[src/rtl/lbm_pkg.sv]
package lbm_pkg;

    localparam int PRG_REG_W = 4;
    localparam int CHR_REG_W = 5;
    localparam int NUM_CHR_REGS = 4;
    localparam int NUM_HALVES = 2;

    typedef enum logic [1:0] {
        WR_NONE,
        WR_PRG,
        WR_CHR,
        WR_MIRROR
    } wr_target_e;

    typedef enum logic {
        MIR_VERT  = 1'b0,
        MIR_HORIZ = 1'b1
    } mirror_e;

    typedef struct packed {
        wr_target_e target;
        logic [1:0] chr_idx;
    } wr_decode_t;

    typedef struct packed {
        logic valid;
        logic half;
        logic value;
    } latch_evt_t;

    function automatic wr_decode_t decode_write(input logic [15:0] addr);
        wr_decode_t d;
        d.target  = WR_NONE;
        d.chr_idx = 2'd0;
        unique case (addr[15:12])
            4'hA: d.target = WR_PRG;
            4'hB: begin d.target = WR_CHR; d.chr_idx = 2'd0; end
            4'hC: begin d.target = WR_CHR; d.chr_idx = 2'd1; end
            4'hD: begin d.target = WR_CHR; d.chr_idx = 2'd2; end
            4'hE: begin d.target = WR_CHR; d.chr_idx = 2'd3; end
            4'hF: d.target = WR_MIRROR;
            default: d.target = WR_NONE;
        endcase
        return d;
    endfunction

    function automatic latch_evt_t decode_fetch(input logic [13:0] addr, input logic rd);
        latch_evt_t e;
        logic in_pattern;
        logic grp_clear;
        logic grp_set;
        in_pattern = rd && !addr[13] && addr[3];
        grp_clear  = (addr[11:4] == 8'hFD);
        grp_set    = (addr[11:4] == 8'hFE);
        e.valid = in_pattern && (grp_clear || grp_set);
        e.half  = addr[12];
        e.value = grp_set;
        return e;
    endfunction

endpackage

[src/rtl/lbm_cpu_regs.sv]
module lbm_cpu_regs
    import lbm_pkg::*;
(
    input  logic                                   clk,
    input  logic                                   rst,
    input  logic                                   wr_en,
    input  logic [15:0]                            wr_addr,
    input  logic [7:0]                             wr_data,
    output logic [PRG_REG_W-1:0]                   prg_bank_q,
    output logic [NUM_CHR_REGS-1:0][CHR_REG_W-1:0] chr_bank_q,
    output mirror_e                                mirror_q
);
    wr_decode_t dec;

    always_comb dec = decode_write(wr_addr);

    always_ff @(posedge clk) begin
        if (rst) begin
            prg_bank_q <= '0;
            mirror_q   <= MIR_VERT;
        end else if (wr_en) begin
            if (dec.target == WR_PRG)
                prg_bank_q <= wr_data[PRG_REG_W-1:0];
            if (dec.target == WR_MIRROR)
                mirror_q <= mirror_e'(wr_data[0]);
        end
    end

    for (genvar g = 0; g < NUM_CHR_REGS; g++) begin : g_chr_reg
        always_ff @(posedge clk) begin
            if (rst)
                chr_bank_q[g] <= '0;
            else if (wr_en && dec.target == WR_CHR && dec.chr_idx == 2'(g))
                chr_bank_q[g] <= wr_data[CHR_REG_W-1:0];
        end
    end
endmodule

[src/rtl/lbm_pattern_latch.sv]
module lbm_pattern_latch
    import lbm_pkg::*;
(
    input  logic                  clk,
    input  logic                  rst,
    input  logic [13:0]           fetch_addr,
    input  logic                  fetch_rd,
    output logic [NUM_HALVES-1:0] lat_q
);
    latch_evt_t evt;

    always_comb evt = decode_fetch(fetch_addr, fetch_rd);

    for (genvar h = 0; h < NUM_HALVES; h++) begin : g_half
        always_ff @(posedge clk) begin
            if (rst)
                lat_q[h] <= 1'b0;
            else if (evt.valid && evt.half == 1'(h))
                lat_q[h] <= evt.value;
        end
    end
endmodule

[src/rtl/lbm_xlate.sv]
module lbm_xlate
    import lbm_pkg::*;
#(
    parameter int PRG_BANKS_LOG2 = 4,
    parameter int CHR_BANKS_LOG2 = 5,
    localparam int PRG_AW = 14 + PRG_BANKS_LOG2,
    localparam int CHR_AW = 12 + CHR_BANKS_LOG2
) (
    input  logic [15:0]                            cpu_addr,
    input  logic [13:0]                            ppu_addr,
    input  logic [PRG_REG_W-1:0]                   prg_bank,
    input  logic [NUM_CHR_REGS-1:0][CHR_REG_W-1:0] chr_bank,
    input  logic [NUM_HALVES-1:0]                  lat,
    output logic [PRG_AW-1:0]                      prg_rom_addr,
    output logic                                   prg_rom_sel,
    output logic [12:0]                            wram_addr,
    output logic                                   wram_sel,
    output logic [CHR_AW-1:0]                      chr_rom_addr,
    output logic                                   chr_sel
);
    localparam logic [PRG_BANKS_LOG2-1:0] LAST_BANK = '1;

    logic [PRG_BANKS_LOG2-1:0] prg_eff;
    logic [NUM_HALVES-1:0][CHR_BANKS_LOG2-1:0] half_bank;

    always_comb begin
        prg_eff      = cpu_addr[14] ? LAST_BANK : prg_bank[PRG_BANKS_LOG2-1:0];
        prg_rom_addr = {prg_eff, cpu_addr[13:0]};
        prg_rom_sel  = cpu_addr[15];
        wram_sel     = (cpu_addr[15:13] == 3'b011);
        wram_addr    = cpu_addr[12:0];
    end

    for (genvar h = 0; h < NUM_HALVES; h++) begin : g_win
        logic [CHR_REG_W-1:0] pick;
        always_comb begin
            pick = chr_bank[2 * h + int'(lat[h])];
            half_bank[h] = pick[CHR_BANKS_LOG2-1:0];
        end
    end

    always_comb begin
        chr_rom_addr = {half_bank[ppu_addr[12]], ppu_addr[11:0]};
        chr_sel      = !ppu_addr[13];
    end
endmodule

[src/rtl/latch_bank_mapper.sv]
module latch_bank_mapper
    import lbm_pkg::*;
#(
    parameter int PRG_BANKS_LOG2 = 4,
    parameter int CHR_BANKS_LOG2 = 5,
    localparam int PRG_AW = 14 + PRG_BANKS_LOG2,
    localparam int CHR_AW = 12 + CHR_BANKS_LOG2
) (
    input  logic              clk,
    input  logic              rst,
    input  logic [15:0]       cpu_addr,
    input  logic              cpu_wr,
    input  logic [7:0]        cpu_wdata,
    input  logic [13:0]       ppu_addr,
    input  logic              ppu_rd,
    output logic [PRG_AW-1:0] prg_rom_addr,
    output logic              prg_rom_sel,
    output logic [12:0]       wram_addr,
    output logic              wram_sel,
    output logic [CHR_AW-1:0] chr_rom_addr,
    output logic              chr_sel,
    output logic              mirror_horiz
);
    logic [PRG_REG_W-1:0]                   prg_bank_q;
    logic [NUM_CHR_REGS-1:0][CHR_REG_W-1:0] chr_bank_q;
    mirror_e                                mirror_q;
    logic [NUM_HALVES-1:0]                  lat_q;

    lbm_cpu_regs u_regs (
        .clk        (clk),
        .rst        (rst),
        .wr_en      (cpu_wr),
        .wr_addr    (cpu_addr),
        .wr_data    (cpu_wdata),
        .prg_bank_q (prg_bank_q),
        .chr_bank_q (chr_bank_q),
        .mirror_q   (mirror_q)
    );

    lbm_pattern_latch u_latch (
        .clk        (clk),
        .rst        (rst),
        .fetch_addr (ppu_addr),
        .fetch_rd   (ppu_rd),
        .lat_q      (lat_q)
    );

    lbm_xlate #(
        .PRG_BANKS_LOG2 (PRG_BANKS_LOG2),
        .CHR_BANKS_LOG2 (CHR_BANKS_LOG2)
    ) u_xlate (
        .cpu_addr     (cpu_addr),
        .ppu_addr     (ppu_addr),
        .prg_bank     (prg_bank_q),
        .chr_bank     (chr_bank_q),
        .lat          (lat_q),
        .prg_rom_addr (prg_rom_addr),
        .prg_rom_sel  (prg_rom_sel),
        .wram_addr    (wram_addr),
        .wram_sel     (wram_sel),
        .chr_rom_addr (chr_rom_addr),
        .chr_sel      (chr_sel)
    );

    assign mirror_horiz = (mirror_q == MIR_HORIZ);
endmodule

[config.mk]
export PLATFORM = sky130hd
export DESIGN_NAME = latch_bank_mapper
export DESIGN_NICKNAME = d
export VERILOG_FILES = /design/src/rtl/lbm_pkg.sv /design/src/rtl/lbm_cpu_regs.sv /design/src/rtl/lbm_pattern_latch.sv /design/src/rtl/lbm_xlate.sv /design/src/rtl/latch_bank_mapper.sv
export SDC_FILE = /design/constraint.sdc
export NUM_CORES = 1
export LEC_CHECK = 0
export ABC_AREA = 1
export BUFFER_PORTS_ARGS = -buffer_cell sky130_fd_sc_hd__buf_2
export CORE_AREA = 2 2 51 101
export CTS_CLUSTER_SIZE = 28
export DETAILED_ROUTE_END_ITERATION = 8
export DIE_AREA = 0 0 53 103
export PLACE_DENSITY = 0.7
export SLEW_MARGIN = 20
export SYNTH_ARGS = -nofsm -noshare
export SYNTH_HDL_FRONTEND = slang
export SYNTH_HIERARCHICAL = 1
export SYNTH_SLANG_ARGS = --single-unit
[constraint.sdc]
create_clock -name clk -period 1.8 [get_ports clk]
set_input_delay 0.36 -clock clk [delete_from_list [all_inputs] [get_ports clk]]
set_output_delay 0.36 -clock clk [all_outputs]
set_load 0.05 [all_outputs]
[Yosys cells after proc, flatten, opt, wreduce, memory -nomap -nowiden]
Cells that the tools add are included.
Operators by class
  equal/unequal tests: 15
  reductions and logical operators: 16
  mux-type cells: 10
  add/sub/neg operators: 1
  magnitude comparators: 3
  bitwise operators: 1
Operators with widths (number)
  32-bit by 4-bit < comparator with 1-bit output, second input constant: 1
  5-bit two-way mux: 6
  4-bit == test, second input constant: 6
  8-bit == test, second input constant: 2
  2-bit one-hot mux with 3 select lines: 2
  5-bit binary-select mux with 2-bit select: 1
  1-bit logical AND: 10
  2-bit == test, second input constant: 4
  2-bit by 1-bit == test with 1-bit output, second input constant: 2
  4-bit two-way mux: 1
  2-bit AND reduction: 2
  4-bit OR reduction: 1
  2-bit by 1-bit adder with 3-bit output, first input constant: 1
  3-bit by 2-bit == test with 1-bit output, second input constant: 1
  1-bit by 3-bit < comparator with 1-bit output, second input constant: 1
  2-bit zero test: 1
  1-bit by 2-bit < comparator with 1-bit output, second input constant: 1
  1-bit zero test: 1
  1-bit logical OR: 1
  1-bit inverter: 1
Storage, ports and cells
  register bits after elaboration: 27
  input port bits: 42
  output and inout bits: 52
  word-level logic and storage cells: 54

[Longest topological paths before layout]
Gate-level depths: netlist (run 1).
  depth after elaboration: 6
  gate-level depth with buffers: 8
  depth with buffers taken out: 8

[Modules after synthesis]
The synthesis (run 1) kept the hierarchy.
Modules (own cells, without submodules)
  lbm_cpu_regs: cells each 153, instances 1, area each 1093.5 sq um, seq. area each 500.5 sq um
  lbm_xlate: cells each 105, instances 1, area each 566.8 sq um, seq. area each 0.0 sq um
  lbm_pattern_latch: cells each 35, instances 1, area each 173.9 sq um, seq. area each 40.0 sq um

[Least setup slack after synthesis (run 1)]
No wires, ideal clock.
  path kind: input-to-output
  start point: input cpu_addr[13]
  end point: output wram_sel
  data arrival time: 1043 ps
  required time: 1440 ps
  slack: 397 ps
  path buffers: 0
  stages on the path: 2
  cells stage by stage: nand2_1 > nor2_1
Between the ends
  cells in the longest elaborated chain, start to end: 1
RTL lines
  start, declared: line latch_bank_mapper.sv:11  | input logic [15:0] cpu_addr,
  3-bit by 2-bit == test with 1-bit output: line lbm_xlate.sv:30  | wram_sel = (cpu_addr[15:13] == 3'b011);
  end, declared: line latch_bank_mapper.sv:19  | output logic wram_sel,
Every way passes these cells.

[Worst setup path in the final report (run 1)]
  start point: register u_latch.lat_q[1]
  end point: output chr_rom_addr[14]
Between the ends
  cells in the longest elaborated chain, start to end: 6
RTL lines
  start, declared: line lbm_pattern_latch.sv:8  | output logic [NUM_HALVES-1:0] lat_q
  start signal, assigned by index: line lbm_pattern_latch.sv:19  | lat_q[h] <= evt.value;
  2-bit by 1-bit adder with 3-bit output: line lbm_xlate.sv:37  | pick = chr_bank[2 * h + int'(lat[h])];
  5-bit binary-select mux with 2-bit select: line lbm_xlate.sv:37
  5-bit two-way mux (implied by the code) (2 in a row): line lbm_xlate.sv:37
  5-bit two-way mux (implied by the code) (2 in a row): line lbm_xlate.sv:43  | chr_rom_addr = {half_bank[ppu_addr[12]], ppu_addr[11:0]};
  end, declared: line latch_bank_mapper.sv:20  | output logic [CHR_AW-1:0] chr_rom_addr,
Every way passes these cells. The select of a mux whose other input is x is not followed.

==> results.ini, run 1 <==
[run_status]
status = completed

[cts]
cts_tree = done
hold_buffers = 0
clk_latency_ps = 270
htreeDepth = 1
path_clk_slew_ps = 90
cts_resized = 0
clkSinkCount = 27
cts_made_buffers = 3
post-cts-setup-buffers = 0
clockBufferDepth = 2
cts-root-buf = clkbuf_8

[sta]
finalSetupTns_ps = 0
rsz0062_at_grt = no
period_share_pct = 93.6
maxSlewHeadroom_pct = 69.7
tightest_slew_ps = 454
max_freq_ghz = 0.593
drv_slew = 0
fin_crit_ps = 1690
hold_violations = 0
clock_skew_ps = 0
finalSetupViolCount = 0

[logic_synthesis]
postSynthAreaPerCell_um2 = 6.26
synth.top_cell.area_share_pct = 29.5
synth.largest_area_cell = dfxtp_1
ys_seq_elements = 27
ys_warn_count = 6
ys_top_cells_by_area = dfxtp_1 29%, buf_4 18%, nand2_1 16%
syn_nets = 335
ys_types = 15
ys_seq_area_share_pct = 29.5
synthCells = 293
netlist_area_mm2 = 0.00183

[critical_path]
path_cells = inv_2, nand2_1, nand3_1, nand2_1, buf_2
critPathArrivalTime_ps = 1330
slowest_stage = dfxtp_1
crit_path_end_kind = output pin
cp_top_family = flip-flops
crit_top_cell = nand2_1
startpoint = u_latch/lat_q[1]
crit_path_start_kind = flip-flop
crit_required_ps = 1440
max_stage_delay_ps = 460
worstPathMaxFanout = 7
regToRegStartpoint = u_latch/lat_q[1]
cp_num_buf_inv = 2
path_class = reg -> out

[global_routing]
grt.total_usage_pct = 14.1
first_global_vias = 1333
antenna_found_initial = 0
grt_overflow = 0
grt_pass1_wl_um = 5840
grt_max_degree = 17

[detailed_routing]
antenna_left = 0
vias_per_cell = 4.47
first_iter_violations = 26
first_pass_iters = 4
num_vias = 1600
wl_per_cell_um = 10.3
wirelength_um = 3690
drc = 0

[final_layout]
final_cell_mix = 80 x nand2_1, 49 x inv_1, 48 x buf_2
fin_nets = 344
regArea_um2 = 541
drive_above_1_share_pct = 22.6
multi_input_area_um2 = 768
area_growth_pct = 1.64
fill_cells = 517
n_antenna_cell = 0
final_common_cell = nand2_1

[place]
gp_congestion = 0.864
portBuffers = 48
hpwl_um = 2850

[power]
power_density_mw_per_mm2 = 645
total_power_w = 0.00120
switchingPower_w = 0.000376
power_frac_comb_pct = 20.7
leakage_nw = 0.992
switching_share_pct = 31.3
seqPwrFrac_pct = 50.9
internal_power_w = 0.000827
vdd_drop_max_mv = 0.392
power_frac_clock_pct = 28.4

[die]
die_w_um = 53
num_rows = 36
io-pin-count = 94
dieHeight_um = 103
core_mm2 = 0.00473
die_area_mm2 = 0.00546
floorplan.initialDensity_pct = 38.8

[flow_run]
drv_cap = 0

[hold_path]
min_path_type = in -> reg
timing.hold.worst.start = cpu_wdata[1]

final timing paths:
check | endpoint | depth (start not counted) | slack, ps
worst max-delay path | chr_rom_addr[14] | 5 | 110
worst min-delay path | u_regs/chr_bank_q[1] | 3 | 400
worst max register to register | u_latch/lat_q[1] | 2 | 1110
worst min register to register | u_regs/prg_bank_q[2] | 2 | 460
routing by layer:
metal / vias to the layer above / GRT usage (%) / wire length (um)
met3: 4 / 3.19 / 200
met5: - / 0 / 0
met4: 0 / 4.73 / 36
met1: 706 / 17.4 / 1590
met2: 39 / 23.6 / 1860
li1: 851 / - / -
power groups by stage:
stage | registers [W] | logic, W | clock network [W]
2_1_floorplan | 0.000626 | 0.000354 | 0
3_3_place_gp | 0.000626 | 0.000246 | 0
3_5_place_dp | 0.000626 | 0.000250 | 0
4_1_cts | 0.000612 | 0.000251 | 0.000356
5_1_grt | 0.000614 | 0.000270 | 0.000379
6_report | 0.000612 | 0.000249 | 0.000342
synth_stat cells:
cell,n
nand2_1,80
inv_1,49
buf_4,43
nor2_1,40
dfxtp_1,27
nand3_1,19
a21oi_1,12
nand4_1,5
inv_2,4
nand2_2,4
or2_2,4
nand4_4,3
clkbuf_1,1
nor2_2,1
nor2_4,1
tightest hold or removal path, cell delays in order:
cell and delay, ps:
buf_2 140, nor2_1 60, nor2_1 80
final cells by class:
cell class	count	share of cell area, %
multi-input cells	169	41.2
inverters	53	10.7
well taps	57	3.83
flip-flops and latches	27	29.0
clock buffers	4	2.42
repair buffers	48	12.9
state kept, by name (all words and copies together) (netlist names):
name and cells:
u_regs/chr_bank_q 20, u_regs/prg_bank_q 4, u_latch/lat_q 2, u_regs/mirror_q 1
metrics by stage:
stage	area [um2]	hold slack [ps]	std cells	util, %	setup WS (ps)
4_1_cts	1860	396	358	39.4	111
3_3_place_gp	1820	446	354	38.5	382
5_1_grt	1860	411	358	39.4	13.3
2_1_floorplan	1830	436	293	-	397
6_report	1860	398	358	39.4	114
3_5_place_dp	1820	453	354	38.5	371
cell families (layout without fill, tap and decap cells):
family | Yosys count | in the layout | share of synthesized area, %
simple gates | 157 | 157 | 38.6
flops | 27 | 27 | 29.5
buf+inv | 97 | 105 | 28.6
compound gates | 12 | 12 | 3.27
No activity file was read; power rests on OpenSTA's default activity.
==> run 2: changes to the inputs <==
Settings changed: CELL_PAD_IN_SITES_DETAIL_PLACEMENT from default to 1, CELL_PAD_IN_SITES_GLOBAL_PLACEMENT from default to 1, CORE_AREA 2 2 51 101 to 2 2 59 116, DIE_AREA 0 0 53 103 to 0 0 61 118, PLACE_DENSITY 0.7 to default, PLACE_DENSITY_LB_ADDON from default to 0.1, SETUP_SLACK_MARGIN from default to 0.2.
Clock period 1.8 ns to 1.6 ns, I/O delays scaled along.
==> run 2 against run 1 <==
  * Hold slack got worse by 19 ps
  * Clock-buffer cell count down 1
  * Setup slack gained 36 ps
  * Global-route usage is 1.1 points higher
  * Power up 33%
  * Cell count increased by 11%
  * Routed wire length up 34%
  * Die area increased by 32%
  * Sequential power grew 12%
  * Core utilization shrank 5.1 points
  * Flip-flop and latch count unchanged
  * Critical path type unchanged
  * Largest power group unchanged
  * Highest routed layer unchanged
==> results.ini, run 2 (same netlist as run 1, synthesis figures left out) <==
[critical_path]
startpoint = u_latch/lat_q[1]
crit_required_ps = 1280
crit_top_cell = nand2_2
path_class = reg -> out
path_cells = buf_6, nand2_2, nand3_2, nand2_2, buf_8
crit_path_start_kind = flip-flop
r2r_cells = 4
critPathArrivalTime_ps = 1130
regToRegStartpoint = u_latch/lat_q[1]
reg2reg_slack_ps = 730
slowest_stage = dfxtp_4
max_stage_delay_ps = 360
setup.worst_path.end = chr_rom_addr[14]
cp_num_buf_inv = 2
worstPathMaxFanout = 4
cp_num_cells = 5
regToRegEndpoint = u_latch/lat_q[1]
cp_top_family = flip-flops
crit_path_end_kind = output pin

[cts]
clkSinkCount = 27
cts-root-buf = clkbuf_16
path_clk_slew_ps = 70
clockBufferDepth = 2
htreeDepth = 1
cts_tree = done
cts_made_buffers = 3
hold_buffers = 0
clk_latency_ps = 270

[die]
die_area_mm2 = 0.00720
dieHeight_um = 118
core_mm2 = 0.00631
num_rows = 41
die_w_um = 61
floorplan.initialDensity_pct = 29.1
io-pin-count = 94

[detailed_routing]
first_iter_violations = 32
route.met3.wl_um = 250
vias_per_cell = 4.29
antenna_left = 0
num_vias = 1699
first_pass_iters = 4
wl_met2_um = 2790
highest_layer = met4
met1_length_um = 1810
wirelength_um = 4960
drc = 0
wl_per_cell_um = 12.5

[flow_run]
drv_cap = 0

[sta]
tightest_slew_ps = 303
finalSetupViolCount = 0
rsz0062_at_grt = yes
fin_crit_ps = 1450
finalSetupTns_ps = 0
maxSlewHeadroom_pct = 79.8
period_share_pct = 90.6
max_freq_ghz = 0.690
drv_slew = 0
clock_skew_ps = 0
hold_violations = 0

[place]
dp.cells = 391
portBuffers = 48
hpwl_um = 3870
gp_congestion = 0.713

[final_layout]
top_register = u_regs/chr_bank_q
n_antenna_cell = 0
layout.cells.non_filler = 396
largest_reg_flops = 20
fin_nets = 353
area_growth_pct = 18.2
final_common_cell = nand2_1
fill_cells = 856
regArea_um2 = 548
final_cell_mix = 66 x nand2_1, 49 x inv_1, 40 x buf_2, 40 x nor2_1, 25 x dfxtp_1
top_regs = u_regs/chr_bank_q (20), u_regs/prg_bank_q (4), u_latch/lat_q (2)
final_util_pct = 34.4
drive_above_1_share_pct = 33.2
multi_input_area_um2 = 853

[run_status]
status = completed

[global_routing]
grt_pass1_wl_um = 8020
grt_overflow = 0
first_global_vias = 1740
grt_max_degree = 16
grt.total_usage_pct = 15.2
antenna_found_initial = 0

[hold_path]
min_path_type = in -> reg

[power]
power_density_mw_per_mm2 = 739
vdd_drop_max_mv = 0.362
leakage_nw = 1.08

## run 2: changes by cell type in the layout (fill, tap and decap cells not counted), moves of 4 or more
cell	previous run	this run
buf_2	48	40
buf_4	0	8
buf_6	0	4
buf_8	0	5
nand2_1	80	66
nand2_2	4	17
nand3_1	19	10
nand3_2	0	9
## run 2: area by class of cell
cell class | instances | area share, %
sequential | 27 | 25.3
multi-input combinational | 169 | 39.4
clock inverter | 1 | 0.231
clock buffer | 3 | 3.46
inverter | 53 | 9.17
tap | 86 | 4.96
timing repair buffer | 57 | 17.5
## run 2: power breakdown
part	internal (W)	switching, W	total (W)	leakage, nW
Sequential	0.000680	0.00000555	0.000685	0.220
Combinational	0.0000864	0.000227	0.000314	0.816
Clock	0.000339	0.000264	0.000603	0.0409
## run 2: worst min-delay path by stage
stage                            to                  from  slack, ps  cells past startpoint
3_3_place_gp   u_regs/prg_bank_q[2]  u_regs/prg_bank_q[2]        450                      2
3_5_place_dp   u_regs/prg_bank_q[0]  u_regs/prg_bank_q[0]        450                      2
2_1_floorplan  u_regs/prg_bank_q[0]  u_regs/prg_bank_q[0]        440                      2
5_1_grt        u_regs/chr_bank_q[7]          cpu_wdata[2]        390                      3
4_1_cts        u_regs/chr_bank_q[7]          cpu_wdata[2]        380                      3
6_report       u_regs/chr_bank_q[5]          cpu_wdata[0]        380                      3
## run 2: worst register-to-register path, cell delays in order, from the launching register on
cell and delay [ps]:
dfxtp_4 360, buf_6 130, buf_4 120, a21oi_1 110, nor2_1 50
## run 2: metal layers
metal | vias up | global-route usage (%)
met4 | 0 | 7.88
met2 | 47 | 28.8
met3 | 5 | 1.98
met5 | - | 0
met1 | 783 | 14.5
li1 | 864 | -
## run 2: timing repair
action,4_1_cts,5_1_grt
resized for setup,33,20
setup endpoints to repair,5,8
setup buffers,1,0
pin swaps,13,6
## run 2: stage by stage
stage | total power (W) | hold slack [ps] | setup slack [ps] | area (um2)
floorplan | 0.00110 | 436 | 277 | 1830
global placement | 0.00101 | 448 | 153 | 1920
detailed placement | 0.00101 | 451 | 163 | 1920
CTS | 0.00162 | 383 | 145 | 2110
global route | 0.00168 | 390 | 97.7 | 2170
finish | 0.00160 | 379 | 151 | 2170
